===== src/rtl/tlc_pkg.sv =====
package tlc_pkg;

    typedef enum logic [1:0] {
        PH_HWY_GO    = 2'b00,
        PH_HWY_WARN  = 2'b01,
        PH_FARM_WARN = 2'b10,
        PH_FARM_GO   = 2'b11
    } phase_e;

    typedef struct packed {
        logic green;
        logic yellow;
        logic red;
    } lamp_t;

    typedef struct packed {
        phase_e phase;
    } seq_regs_t;

endpackage


===== src/rtl/tlc_interval_timer.sv =====
module tlc_interval_timer #(
    parameter int unsigned LEN = 4
) (
    input  logic clk,
    input  logic rst_n,
    input  logic reload,
    output logic expired
);
    localparam int unsigned CW = $clog2(LEN + 1);
    localparam logic [CW-1:0] LOAD = CW'(LEN);

    logic [CW-1:0] count_d, count_q;

    always_comb begin
        count_d = count_q;
        if (reload) begin
            count_d = LOAD;
        end else if (count_q != '0) begin
            count_d = count_q - 1'b1;
        end
    end

    always_ff @(posedge clk or negedge rst_n) begin
        if (!rst_n) count_q <= LOAD;
        else        count_q <= count_d;
    end

    assign expired = (count_q == '0);

    // A reload clears the flag on the next edge.
    assert_reload_clears_R7: assert property (@(posedge clk) disable iff (!rst_n)
        reload |=> !expired);

    // An expired counter stays expired until reloaded.
    assert_flag_latches_R8: assert property (@(posedge clk) disable iff (!rst_n)
        (expired && !reload) |=> expired);

endmodule


===== src/rtl/tlc_sequencer.sv =====
module tlc_sequencer
    import tlc_pkg::*;
(
    input  logic   clk,
    input  logic   rst_n,
    input  logic   car,
    input  logic   short_done,
    input  logic   long_done,
    output phase_e phase,
    output logic   start
);
    seq_regs_t cur_q, nxt_d;
    logic      start_d;

    always_comb begin
        nxt_d   = cur_q;
        start_d = 1'b0;
        unique case (cur_q.phase)
            PH_HWY_GO: begin
                if (long_done && car) begin
                    nxt_d.phase = PH_HWY_WARN;
                    start_d     = 1'b1;
                end
            end
            PH_HWY_WARN: begin
                if (short_done) begin
                    nxt_d.phase = PH_FARM_GO;
                    start_d     = 1'b1;
                end
            end
            PH_FARM_GO: begin
                if (long_done && !car) begin
                    nxt_d.phase = PH_FARM_WARN;
                    start_d     = 1'b1;
                end
            end
            PH_FARM_WARN: begin
                if (short_done) begin
                    nxt_d.phase = PH_HWY_GO;
                    start_d     = 1'b1;
                end
            end
            default: begin
                nxt_d.phase = PH_HWY_GO;
            end
        endcase
    end

    always_ff @(posedge clk or negedge rst_n) begin
        if (!rst_n) cur_q.phase <= PH_HWY_GO;
        else        cur_q       <= nxt_d;
    end

    assign phase = cur_q.phase;
    assign start = start_d;

    assert_hwy_holds_R2: assert property (@(posedge clk) disable iff (!rst_n)
        (cur_q.phase == PH_HWY_GO && !(long_done && car)) |=> cur_q.phase == PH_HWY_GO);

    assert_hwy_warn_waits_R3: assert property (@(posedge clk) disable iff (!rst_n)
        (cur_q.phase == PH_HWY_WARN && !short_done) |=> cur_q.phase == PH_HWY_WARN);

    assert_farm_holds_R4: assert property (@(posedge clk) disable iff (!rst_n)
        (cur_q.phase == PH_FARM_GO && (!long_done || car)) |=> cur_q.phase == PH_FARM_GO);

    assert_farm_warn_exit_R5: assert property (@(posedge clk) disable iff (!rst_n)
        (cur_q.phase == PH_FARM_WARN && short_done) |=> cur_q.phase == PH_HWY_GO);

    assert_quiet_when_idle_R6: assert property (@(posedge clk) disable iff (!rst_n)
        !start |=> $stable(cur_q.phase));

    assert_single_bit_step_R9: assert property (@(posedge clk) disable iff (!rst_n)
        1'b1 |=> $countones(cur_q.phase ^ $past(cur_q.phase)) <= 1);

endmodule


===== src/rtl/tlc_lamp_decode.sv =====
module tlc_lamp_decode
    import tlc_pkg::*;
(
    input  phase_e phase,
    output lamp_t  hwy,
    output lamp_t  farm
);
    always_comb begin
        hwy  = '{green: 1'b0, yellow: 1'b0, red: 1'b1};
        farm = '{green: 1'b0, yellow: 1'b0, red: 1'b1};
        case (phase)
            PH_HWY_GO:    hwy.green   = 1'b1;
            PH_HWY_WARN:  hwy.yellow  = 1'b1;
            PH_FARM_GO:   farm.green  = 1'b1;
            PH_FARM_WARN: farm.yellow = 1'b1;
            default:      hwy.green   = 1'b1;
        endcase
        if (phase == PH_HWY_GO)   hwy.red  = 1'b0;
        if (phase == PH_HWY_WARN) hwy.red  = 1'b0;
        if (phase == PH_FARM_GO)  farm.red = 1'b0;
        if (phase == PH_FARM_WARN) farm.red = 1'b0;
    end
endmodule


===== src/rtl/tlc_crossing.sv =====
module tlc_crossing #(
    parameter int unsigned SHORT_LEN = 4,
    parameter int unsigned LONG_LEN  = 16
) (
    input  logic       clk,
    input  logic       rst_n,
    input  logic       car_waiting,
    output logic       start_timing,
    output logic       short_done,
    output logic       long_done,
    output logic [1:0] phase,
    output logic       hwy_green,
    output logic       hwy_yellow,
    output logic       hwy_red,
    output logic       farm_green,
    output logic       farm_yellow,
    output logic       farm_red
);
    import tlc_pkg::*;

    phase_e ph;
    logic   st;
    lamp_t  hwy_l, farm_l;

    tlc_sequencer u_seq (
        .clk        (clk),
        .rst_n      (rst_n),
        .car        (car_waiting),
        .short_done (short_done),
        .long_done  (long_done),
        .phase      (ph),
        .start      (st)
    );

    tlc_interval_timer #(.LEN(SHORT_LEN)) u_short (
        .clk     (clk),
        .rst_n   (rst_n),
        .reload  (st),
        .expired (short_done)
    );

    tlc_interval_timer #(.LEN(LONG_LEN)) u_long (
        .clk     (clk),
        .rst_n   (rst_n),
        .reload  (st),
        .expired (long_done)
    );

    tlc_lamp_decode u_lamps (
        .phase (ph),
        .hwy   (hwy_l),
        .farm  (farm_l)
    );

    assign start_timing = st;
    assign phase        = ph;
    assign hwy_green    = hwy_l.green;
    assign hwy_yellow   = hwy_l.yellow;
    assign hwy_red      = hwy_l.red;
    assign farm_green   = farm_l.green;
    assign farm_yellow  = farm_l.yellow;
    assign farm_red     = farm_l.red;

    // One pulse restarts both counters together.
    assert_both_restart_R7: assert property (@(posedge clk) disable iff (!rst_n)
        start_timing |=> (!short_done && !long_done));

    // Exactly one lamp per road.
    assert_lamp_onehot_R9: assert property (@(posedge clk) disable iff (!rst_n)
        $onehot({hwy_green, hwy_yellow, hwy_red}) && $onehot({farm_green, farm_yellow, farm_red}));

endmodule


===== config.mk =====
export PLATFORM = sky130hd
export DESIGN_NAME = tlc_crossing
export DESIGN_NICKNAME = d
export VERILOG_FILES = /design/src/rtl/tlc_pkg.sv /design/src/rtl/tlc_interval_timer.sv /design/src/rtl/tlc_sequencer.sv /design/src/rtl/tlc_lamp_decode.sv /design/src/rtl/tlc_crossing.sv
export SDC_FILE = /design/constraint.sdc
export NUM_CORES = 1
export LEC_CHECK = 0
export ABC_AREA = 0
export BUFFER_PORTS_ARGS = -buffer_cell sky130_fd_sc_hd__buf_4
export CORE_AREA = 2 2 39 41
export DETAILED_ROUTE_END_ITERATION = 10
export DIE_AREA = 0 0 41 43
export PLACE_DENSITY_LB_ADDON = 0.05
export SETUP_SLACK_MARGIN = 0.1
export SYNTH_ARGS = -nofsm -noshare
export SYNTH_HDL_FRONTEND = slang
export SYNTH_SLANG_ARGS = --single-unit

===== constraint.sdc =====
create_clock -name clk -period 2.2 [get_ports clk]
set_input_delay 0.33 -clock clk [delete_from_list [all_inputs] [get_ports clk]]
set_output_delay 0.33 -clock clk [all_outputs]
set_load 0.01 [all_outputs]

Word-level counts from Yosys, hierarchy flattened

Index checks and enable logic that the tools add are counted.

Flip-flop bits (word level): 10
Latch bits: 0
Bits in writable memories: 0
ROM bits: 0
Input port bits: 3
Output and inout port bits: 11
Memories: 0

Add/sub/neg operators: 2
Multipliers: 0
Div/mod/pow operators: 0
$lt $le $gt $ge: 0
Equal/unequal tests: 7
Shift-type cells: 0
Muxes and demuxes: 21
Bitwise gates (word level): 0
Reductions and logical operators: 12

Operators by type and width:

| operator                                                            | count |
|---|---|
| 1-bit 2-to-1 mux                                                    | 11 |
| 5-bit 2-to-1 mux                                                    | 2 |
| 2-bit 2-to-1 mux                                                    | 4 |
| 2-bit != test (second input constant)                               | 4 |
| 2-bit one-hot mux with 4 select lines                               | 1 |
| 3-bit 2-to-1 mux                                                    | 2 |
| 5-bit zero test                                                     | 1 |
| 5-bit nonzero test                                                  | 1 |
| 5-bit by 1-bit subtractor with 5-bit output (second input constant) | 1 |
| 2-bit == test (second input constant)                               | 2 |
| 4-bit AND reduction                                                 | 1 |
| 2-bit nonzero test                                                  | 2 |
| 3-bit zero test                                                     | 1 |
| 1-bit one-hot mux with 3 select lines                               | 1 |
| 3-bit nonzero test                                                  | 1 |
| 3-bit by 1-bit subtractor with 3-bit output (second input constant) | 1 |
| 2-bit by 1-bit == test with 1-bit output (second input constant)    | 1 |
| 1-bit logical AND                                                   | 2 |
| 2-bit zero test                                                     | 1 |
| 2-bit OR reduction                                                  | 1 |
| 1-bit zero test                                                     | 1 |

Depth between registers and ports, before layout

Gate-level depths: netlist of the first run.

Word-level depth: 5
Gate-level depth with buffers: 8
Mapped depth without buffers: 7

By module

A second synthesis of the first run with hierarchy kept.

Cells, all modules: 73
Area, all modules: 694.4 µm²

By module, submodules not included:

| module                       | times used | cells an instance | area an instance (µm²) |
|---|---|---|---|
| tlc_interval_timer (u_long)  | 1          | 26                | 256.5 |
| tlc_sequencer                | 1          | 25                | 222.7 |
| tlc_interval_timer (u_short) | 1          | 16                | 185.2 |
| tlc_lamp_decode              | 1          | 6                 | 30.0 |

Least setup slack after synthesis of the first run

No wires, ideal clock.

Kind: reg-to-output
Start: register u_long.count_q[0]
End: output port start_timing
Arrival: 1.612 ns
Data required time: 1.870 ns
Setup slack: 0.258 ns
Stages on the path, launching flop included: 8
Path buffers: 1
Cell sequence: dfrtp_1 -> inv_1 -> ha_1 -> or4b_1 -> buf_6 -> clkinv_4 -> nand3b_2 -> a21boi_4

Cells in the longest elaborated chain, start to end: 4
Elaborated cells on any way between the ends: 6
Classes of those cells: mux (3); reduce/logical (3)

RTL lines:

| what                                      | RTL line                                 | source |
|---|---|---|
| from (decl)                               | tlc_interval_timer.sv:12                 | `logic [CW-1:0] count_d, count_q;` |
| from (signal assigned)                    | tlc_interval_timer.sv:25                 | `else count_q <= count_d;` |
| 5-bit zero test (*)                       | tlc_interval_timer.sv:28                 | `assign expired = (count_q == '0);` |
| via long_done                             | tlc_crossing.sv:10                       | `output logic long_done,` |
| 1-bit logical AND (on tied branches)      | tlc_sequencer.sv:32, tlc_sequencer.sv:20 |  |
| 1-bit 2-to-1 mux (on tied branches)       | tlc_sequencer.sv:32, tlc_sequencer.sv:20 |  |
| 1-bit one-hot mux with 3 select lines (*) | tlc_sequencer.sv:18                      | `unique case (cur_q.phase)` |
| to (decl)                                 | tlc_crossing.sv:8                        | `output logic start_timing,` |

The timed path passes the listed nets; every way through them passes the cells marked *.

Worst setup path in the final report of the first run

Start: register u_long.count_q[0]
End: output port start_timing

Cells in the longest elaborated chain, start to end: 4
Elaborated cells on any way between the ends: 6
Classes of those cells: mux (3); reduce/logical (3)

RTL lines:

| what                                      | RTL line |
|---|---|
| 5-bit zero test (*)                       | tlc_interval_timer.sv:28 |
| 1-bit logical AND (on tied branches)      | tlc_sequencer.sv:32, tlc_sequencer.sv:20 |
| 1-bit 2-to-1 mux (on tied branches)       | tlc_sequencer.sv:32, tlc_sequencer.sv:20 |
| 1-bit one-hot mux with 3 select lines (*) | tlc_sequencer.sv:18 |

Every way passes the cells marked *; elsewhere a longest branch is shown, timed or not.

==> results of run 1 <==
==> registers in the layout, summed over array words and instances, names as in the netlist <==
name / count
u_long.count_q: 5
u_short.count_q: 3
u_seq.phase: 2
==> metrics by stage <==
stage | utilization, % | setup slack (ps)
floorplan | - | 257.7
global route | 63.38 | 29.73
global placement | 54.43 | 172.8
detailed placement | 54.43 | 142.5
finish | 63.38 | 101.9
CTS | 62.84 | 88.66
==> layout by cell type, fill, tap and decap left out, types with 2 or more instances in the layout <==
cell type and n:
buf_4 21, inv_2 2, nor2_1 9, ha_1 6, dfstp_2 2, nor3_1 2
clkbuf_4 3, nor2b_1 2, dfrtp_1 8, a21oi_1 2, mux2i_1 2, inv_1 5
nand2_1 2, nand2b_1 2, a211oi_1 2
==> kinds of logic after synthesis <==
family / after synthesis / synth area share (%)
buffers and inverters: 9 / 7.328
adder cells (fa/ha/maj): 7 / 13.86
multiplexers: 2 / 3.168
flip-flops: 10 / 40.00
AO/OA/AOI/OAI: 11 / 13.86
XOR/XNOR: 2 / 2.773
AND/OR/NAND/NOR: 22 / 19.01
==> cell type report <==
type	instances	area share, %
Tap cell	16	2.282
Multi-Input combinational cell	44	41.51
Timing Repair Buffer	23	20.40
Inverter	8	3.994
Sequential cell	10	28.82
Clock buffer	4	2.996
==> worst min path at each step <==
| stage | from | to | slack, ps | depth (start not counted) |
|---|---|---|---|---|
| 2_1_floorplan | rst_n | u_long.count_q[0]$_DFFE_PN0P_ | 30 | 0 |
| 3_3_place_gp | rst_n | u_long.count_q[3]$_DFFE_PN0P_ | 170 | 1 |
| 3_5_place_dp | rst_n | u_long.count_q[3]$_DFFE_PN0P_ | 170 | 1 |
| 4_1_cts | rst_n | u_long.count_q[2]$_DFFE_PN0P_ | 420 | 2 |
| 5_1_grt | rst_n | u_long.count_q[2]$_DFFE_PN0P_ | 430 | 2 |
| 6_report | rst_n | u_long.count_q[2]$_DFFE_PN0P_ | 430 | 2 |
==> routing by layer <==
layer / up-vias / GRT usage [%] / part of all wire [%]
met2: 5 / 32.19 / 56
li1: 260 / - / -
met4: 0 / 12.00 / 1.0
met5: - / 0 / 0
met3: 2 / 3.141 / 2.4
met1: 248 / 22.33 / 40
==> power breakdown <==
group / leakage (nW) / internal (mW) / total, mW / switching (mW)
Clock: 0.0150 / 0.0700 / 0.133 / 0.0627
Combinational: 0.346 / 0.540 / 1.02 / 0.480
Sequential: 0.119 / 0.296 / 0.367 / 0.0706
Total: 0.480 / 0.907 / 1.52 / 0.613
==> repair_timing <==
action	in CTS	in global routing
pin swaps	3	0
endpoints found under the hold margin	8	0
setup endpoints to repair	1	1
hold buffers	1	0
setup buffers	6	1
resized for setup	10	0
==> worst max-delay path, cell delays in order, from the launching register on <==
cell	delay [ps]
dfrtp_1	390
inv_2	80
ha_4	140
or4b_4	480
clkinv_4	70
nand3b_4	80
a21boi_4	150
buf_6	120
==> impl_metrics.py, run 1 <==
metrics = {
    "synthesis": {
        "synth_most_common_cell": "nor2_1",
        "syn_area_per_cell_sq_um": 10.03,
        "ys_ff_latch": 10,
        "synth_top_area_share_pct": 31.68,
        "ys_warn_count": 0,
        "netlist_top_cells_area": "dfrtp_1 32%, ha_1 14%, dfstp_2 8.3%",
        "synthArstFlopShare_pct": 100.0,
        "yosys.area.top_type": "dfrtp_1",
        "synthFlopType": "dfrtp_1",
        "yosys-top-cells-count": "9 x nor2_1, 8 x dfrtp_1, 7 x ha_1, 7 x inv_1",
        "synth_cell_types": 27,
        "syn_nets": 73,
        "syn_inst": 63,
        "yosysSeqAreaShare_pct": 40.00,
        "synth_area_sq_um": 631.9,
        "synth_edf_count": 0,
    },
    "cts": {
        "root_buffer": "clkbuf_4",
        "cts_sinks": 10,
        "cts_buffers": 3,
        "cts_tree": "done",
        "clockBufferDepth": 2,
        "cts_max_level": 1,
        "clk_pin_slew_ps": 70,
        "clock_latency_ps": 260,
    },
    "route": {
        "via_count": 515,
        "drt_wl_total_mm": 1.405,
        "drt_iter0_markers": 1,
        "dr.pass1.iters": 2,
        "wl_per_cell_um": 13.38,
        "route.detailed.drc": 0,
        "via_per_inst": 4.905,
        "drtAntennaViolNets": 0,
    },
    "final_layout": {
        "nets": 100,
        "multi_input_area_sq_um": 364.1,
        "syn_to_final_growth_pct": 38.81,
        "seqCellArea_sq_um": 252.7,
        "nFillCells": 130,
        "drive_above_1_share_pct": 41.57,
        "final_cells": 105,
        "antenna_cells": 0,
        "design_area_sq_um": 877.1,
    },
    "setup_path": {
        "crit_fanout": 4,
        "crit_path_end_kind": "output port",
        "r2r-start": "u_long.count_q[0]$_DFFE_PN0P_",
        "crit_type": "reg2out",
        "endpoint": "start_timing",
        "cp_data_arrival_time_ps": 1770,
        "r2r_setup_slack_ps": 310,
        "r2r-end": "u_seq.phase[0]$_DFFE_PN0P_",
        "required_ps": 1870,
        "start_kind": "flop",
        "reg2reg_depth": 8,
        "critPathLaunch": "u_long.count_q[0]$_DFFE_PN0P_",
    },
    "power": {
        "power_mw": 1.520,
        "powerDensity_nw_per_um2": 1733,
        "cellLeakagePower_nw": 0.4799,
        "ir_drop_v": 0.0009757,
    },
    "floorplan": {
        "initial_core_util_pct": 45.66,
        "die_h_um": 43,
        "num_rows": 14,
        "fp.coreArea_sq_um": 1384,
        "die_x_um": 41,
        "io_pins": 14,
        "design.die.area_sq_um": 1763,
    },
    "place": {
        "dpl_cell_area_sq_um": 753.2,
        "gp_congestion": 0.7090,
        "numPortBuffers": 13,
        "hpwl_um": 934.4,
        "placed_cells": 93,
    },
    "global_route": {
        "grtUsageTotal_pct": 19.70,
        "grt_pass1_wl_mm": 2.256,
        "grt_pass1_vias": 545,
        "grt_max_degree": 11,
        "antenna_found_initial": 0,
        "grt-ovfl-total": 0,
    },
    "timing": {
        "worst_pin_slew_ps": 356.1,
        "finalSetupTns_ps": 0,
        "timing.final.crit_share_pct": 95.37,
        "rsz0062_at_grt": "true",
        "slew_headroom_pct": 76.26,
        "finClkSkew_ps": 5.074,
        "period_needed_ps": 2098,
        "finalSetupViolations": 0,
        "finalMaxSlewViolations": 0,
        "clock.fmax_ghz": 0.4766,
        "finalHoldViolCount": 0,
        "hold_ws_ps": 429.1,
    },
    "outcome": {
        "status": "finished, final reports clean",
    },
    "worst_hold_path": {
        "min_path_type": "in2async",
    },
    "job": {
        "maxCapViolations": 0,
    },
}
No activity file was read; power rests on OpenSTA's default activity.
==> run 2, diff against run 1 <==
CORE_AREA = unset   (was 2 2 39 41)
CORE_MARGIN = 1.5   (was unset)
CORE_UTILIZATION = 40   (was unset)
CTS_BUF_LIST = sky130_fd_sc_hd__clkbuf_4   (was unset)
DIE_AREA = unset   (was 0 0 41 43)
==> run 2 against run 1 <==
Net effect:
- die area up 3.6%
- clock power about the same
- sequential share of layout area up 0.76 points
- final area down 2.6%
- setup slack worse by 33 ps
- critical endpoint unchanged
- largest cell class unchanged
- final cell count down 2.9%
==> impl_metrics.py, run 2 (synthesis results as in run 1) <==
metrics = {
    "floorplan": {
        "io_pins": 14,
        "die_x_um": 42.75,
        "die_h_um": 42.75,
        "fp.coreArea_sq_um": 1489,
        "initial_core_util_pct": 42.44,
        "design.die.area_sq_um": 1827,
        "num_rows": 14,
    },
    "power": {
        "p_switching_mw": 0.6105,
        "powerDensity_nw_per_um2": 1738,
        "power_frac_comb_pct": 66.1,
        "cellLeakagePower_nw": 0.4662,
        "p_int_mw": 0.8747,
        "seqPwrFrac_pct": 24.7,
        "power_mw": 1.485,
        "pwr-share-clk_pct": 9.2,
        "switching_share_pct": 41.11,
        "ir_drop_v": 0.0008178,
    },
    "place": {
        "placed_cells": 93,
        "post-place-ws_ps": 136.5,
        "gp_congestion": 0.7941,
        "numPortBuffers": 13,
    },
    "timing": {
        "finalSetupTns_ps": 0,
        "clock.fmax_ghz": 0.4693,
        "rsz0062_at_grt": "true",
        "worst_pin_slew_ps": 350.2,
        "layout_setup_ws_ps": 69.15,
        "period_needed_ps": 2131,
        "finalHoldViolCount": 0,
        "finalMaxSlewViolations": 0,
        "timing.final.crit_share_pct": 96.86,
        "slew_headroom_pct": 76.66,
        "finalSetupViolations": 0,
        "finClkSkew_ps": 1.027,
    },
    "cts": {
        "clockBufferDepth": 2,
        "cts_max_level": 1,
        "clock_latency_ps": 270,
        "cts_sinks": 10,
        "root_buffer": "clkbuf_4",
        "cts_tree": "done",
        "cts_buffers": 3,
        "clk_pin_slew_ps": 70,
    },
    "setup_path": {
        "crit_path_end_kind": "output port",
        "crit_type": "reg2out",
        "slowest_stage": "or4b_4",
        "worstPathCellList": "inv_2 > ha_4 > or4b_4 > clkinv_4 > nand3b_4 > a21boi_4 > buf_6",
        "required_ps": 1870,
        "crit_fanout": 4,
        "slowest_delay_ps": 480,
        "cp_data_arrival_time_ps": 1800,
        "start_kind": "flop",
    },
    "final_layout": {
        "multi_input_area_sq_um": 364.1,
        "final_common_cell": "buf_4",
        "antenna_cells": 0,
        "syn_to_final_growth_pct": 35.25,
        "seqCellArea_sq_um": 252.7,
        "final_cell_mix": "18 x buf_4, 9 x nor2_1, 8 x dfrtp_1",
        "regMostFlops": "u_long.count_q",
        "nFillCells": 139,
        "drive_above_1_share_pct": 39.53,
        "final_cells": 102,
        "largest_register_ffs": 5,
        "nets": 97,
        "top_regs": "u_long.count_q (5), u_short.count_q (3), u_seq.phase (2)",
    },
    "job": {
        "maxCapViolations": 0,
    },
    "outcome": {
        "status": "finished, final reports clean",
    },
    "route": {
        "via_count": 512,
        "dr.pass1.iters": 4,
        "via_per_inst": 5.020,
        "drt_wl_total_mm": 1.304,
        "wl_per_cell_um": 12.78,
        "route.detailed.drc": 0,
        "drtAntennaViolNets": 0,
        "drt_iter0_markers": 4,
    },
    "global_route": {
        "grt_pass1_vias": 513,
        "grt-ovfl-total": 0,
        "grt_pass1_wl_mm": 2.166,
        "grt.busiest_layer": "met2",
        "grt_max_degree": 11,
        "use_met2_pct": 25.76,
        "antenna_found_initial": 0,
        "grtUsageTotal_pct": 16.19,
        "grt_util_met3_pct": 3.830,
        "gr-usage-met1_pct": 19.73,
    },
    "worst_hold_path": {
        "min_path_type": "in2async",
    },
}
-- run 2: per-stage QoR --
step                      utilization, %  cell area (sq um)  hold slack, ps
after floorplan                        -              631.9           34.41
after global placement             50.59              753.2           169.8
after detailed placement           50.59              753.2           170.7
after CTS                          56.89              847.1           418.6
after global routing               57.39              854.6           437.0
final                              57.39              854.6           423.3
-- run 2: power by group through the flow --
stage / combinational, mW / clock (mW) / sequential, mW
6_report: 0.982 / 0.136 / 0.367
5_1_grt: 1.09 / 0.147 / 0.381
4_1_cts: 0.977 / 0.141 / 0.367
3_5_place_dp: 0.863 / 0 / 0.364
3_3_place_gp: 0.863 / 0 / 0.363
2_1_floorplan: 0.576 / 0 / 0.358
-- run 2: path summary, 6_finish.rpt --
kind	from	to	slack (ps)	cells past startpoint
worst max-delay path	u_long.count_q[1]$_DFFE_PN0P_	start_timing	70	7
worst min-delay path	rst_n	u_long.count_q[1]$_DFFE_PN0P_	420	2
worst max register to register	u_long.count_q[1]$_DFFE_PN0P_	u_seq.phase[1]$_DFFE_PN0P_	410	7
worst min register to register	u_long.count_q[4]$_DFFE_PN1P_	u_long.count_q[4]$_DFFE_PN1P_	540	1
max in group asynchronous	rst_n	u_long.count_q[4]$_DFFE_PN1P_	1550	2
min in group clk	car_waiting	u_seq.phase[0]$_DFFE_PN0P_	480	4
-- run 2: worst max-delay path, delay by kind of cell (launching register included) --
kind | cells | cell delay (ps)
simple gates | 2 | 560
flops | 1 | 400
buf+inv | 3 | 270
compound gates | 1 | 150
fa+ha+maj | 1 | 140
-- run 2: per-layer routing --
layer	wire, um	vias up
li1	-	257
met1	607	244
met2	643	9
met3	43	2
met4	10	0
met5	0	-
-- run 2: repair_timing --
| action | 4_1_cts | 5_1_grt |
|---|---|---|
| setup buffers | 3 | 1 |
| gates cloned | 0 | 0 |
| resized for setup | 10 | 0 |
| setup endpoints to repair | 1 | 1 |
| hold endpoints to repair | 8 | 0 |
| hold buffers | 1 | 0 |
| pin swaps | 3 | 0 |
-- run 2: area by class of cell --
class	count	area share (%)
clock buffer	3	2.635
clock inverter	1	0.4392
inverter	8	4.100
multi-input combinational	44	42.61
sequential	10	29.58
tap	16	2.343
timing repair buffer	20	18.30
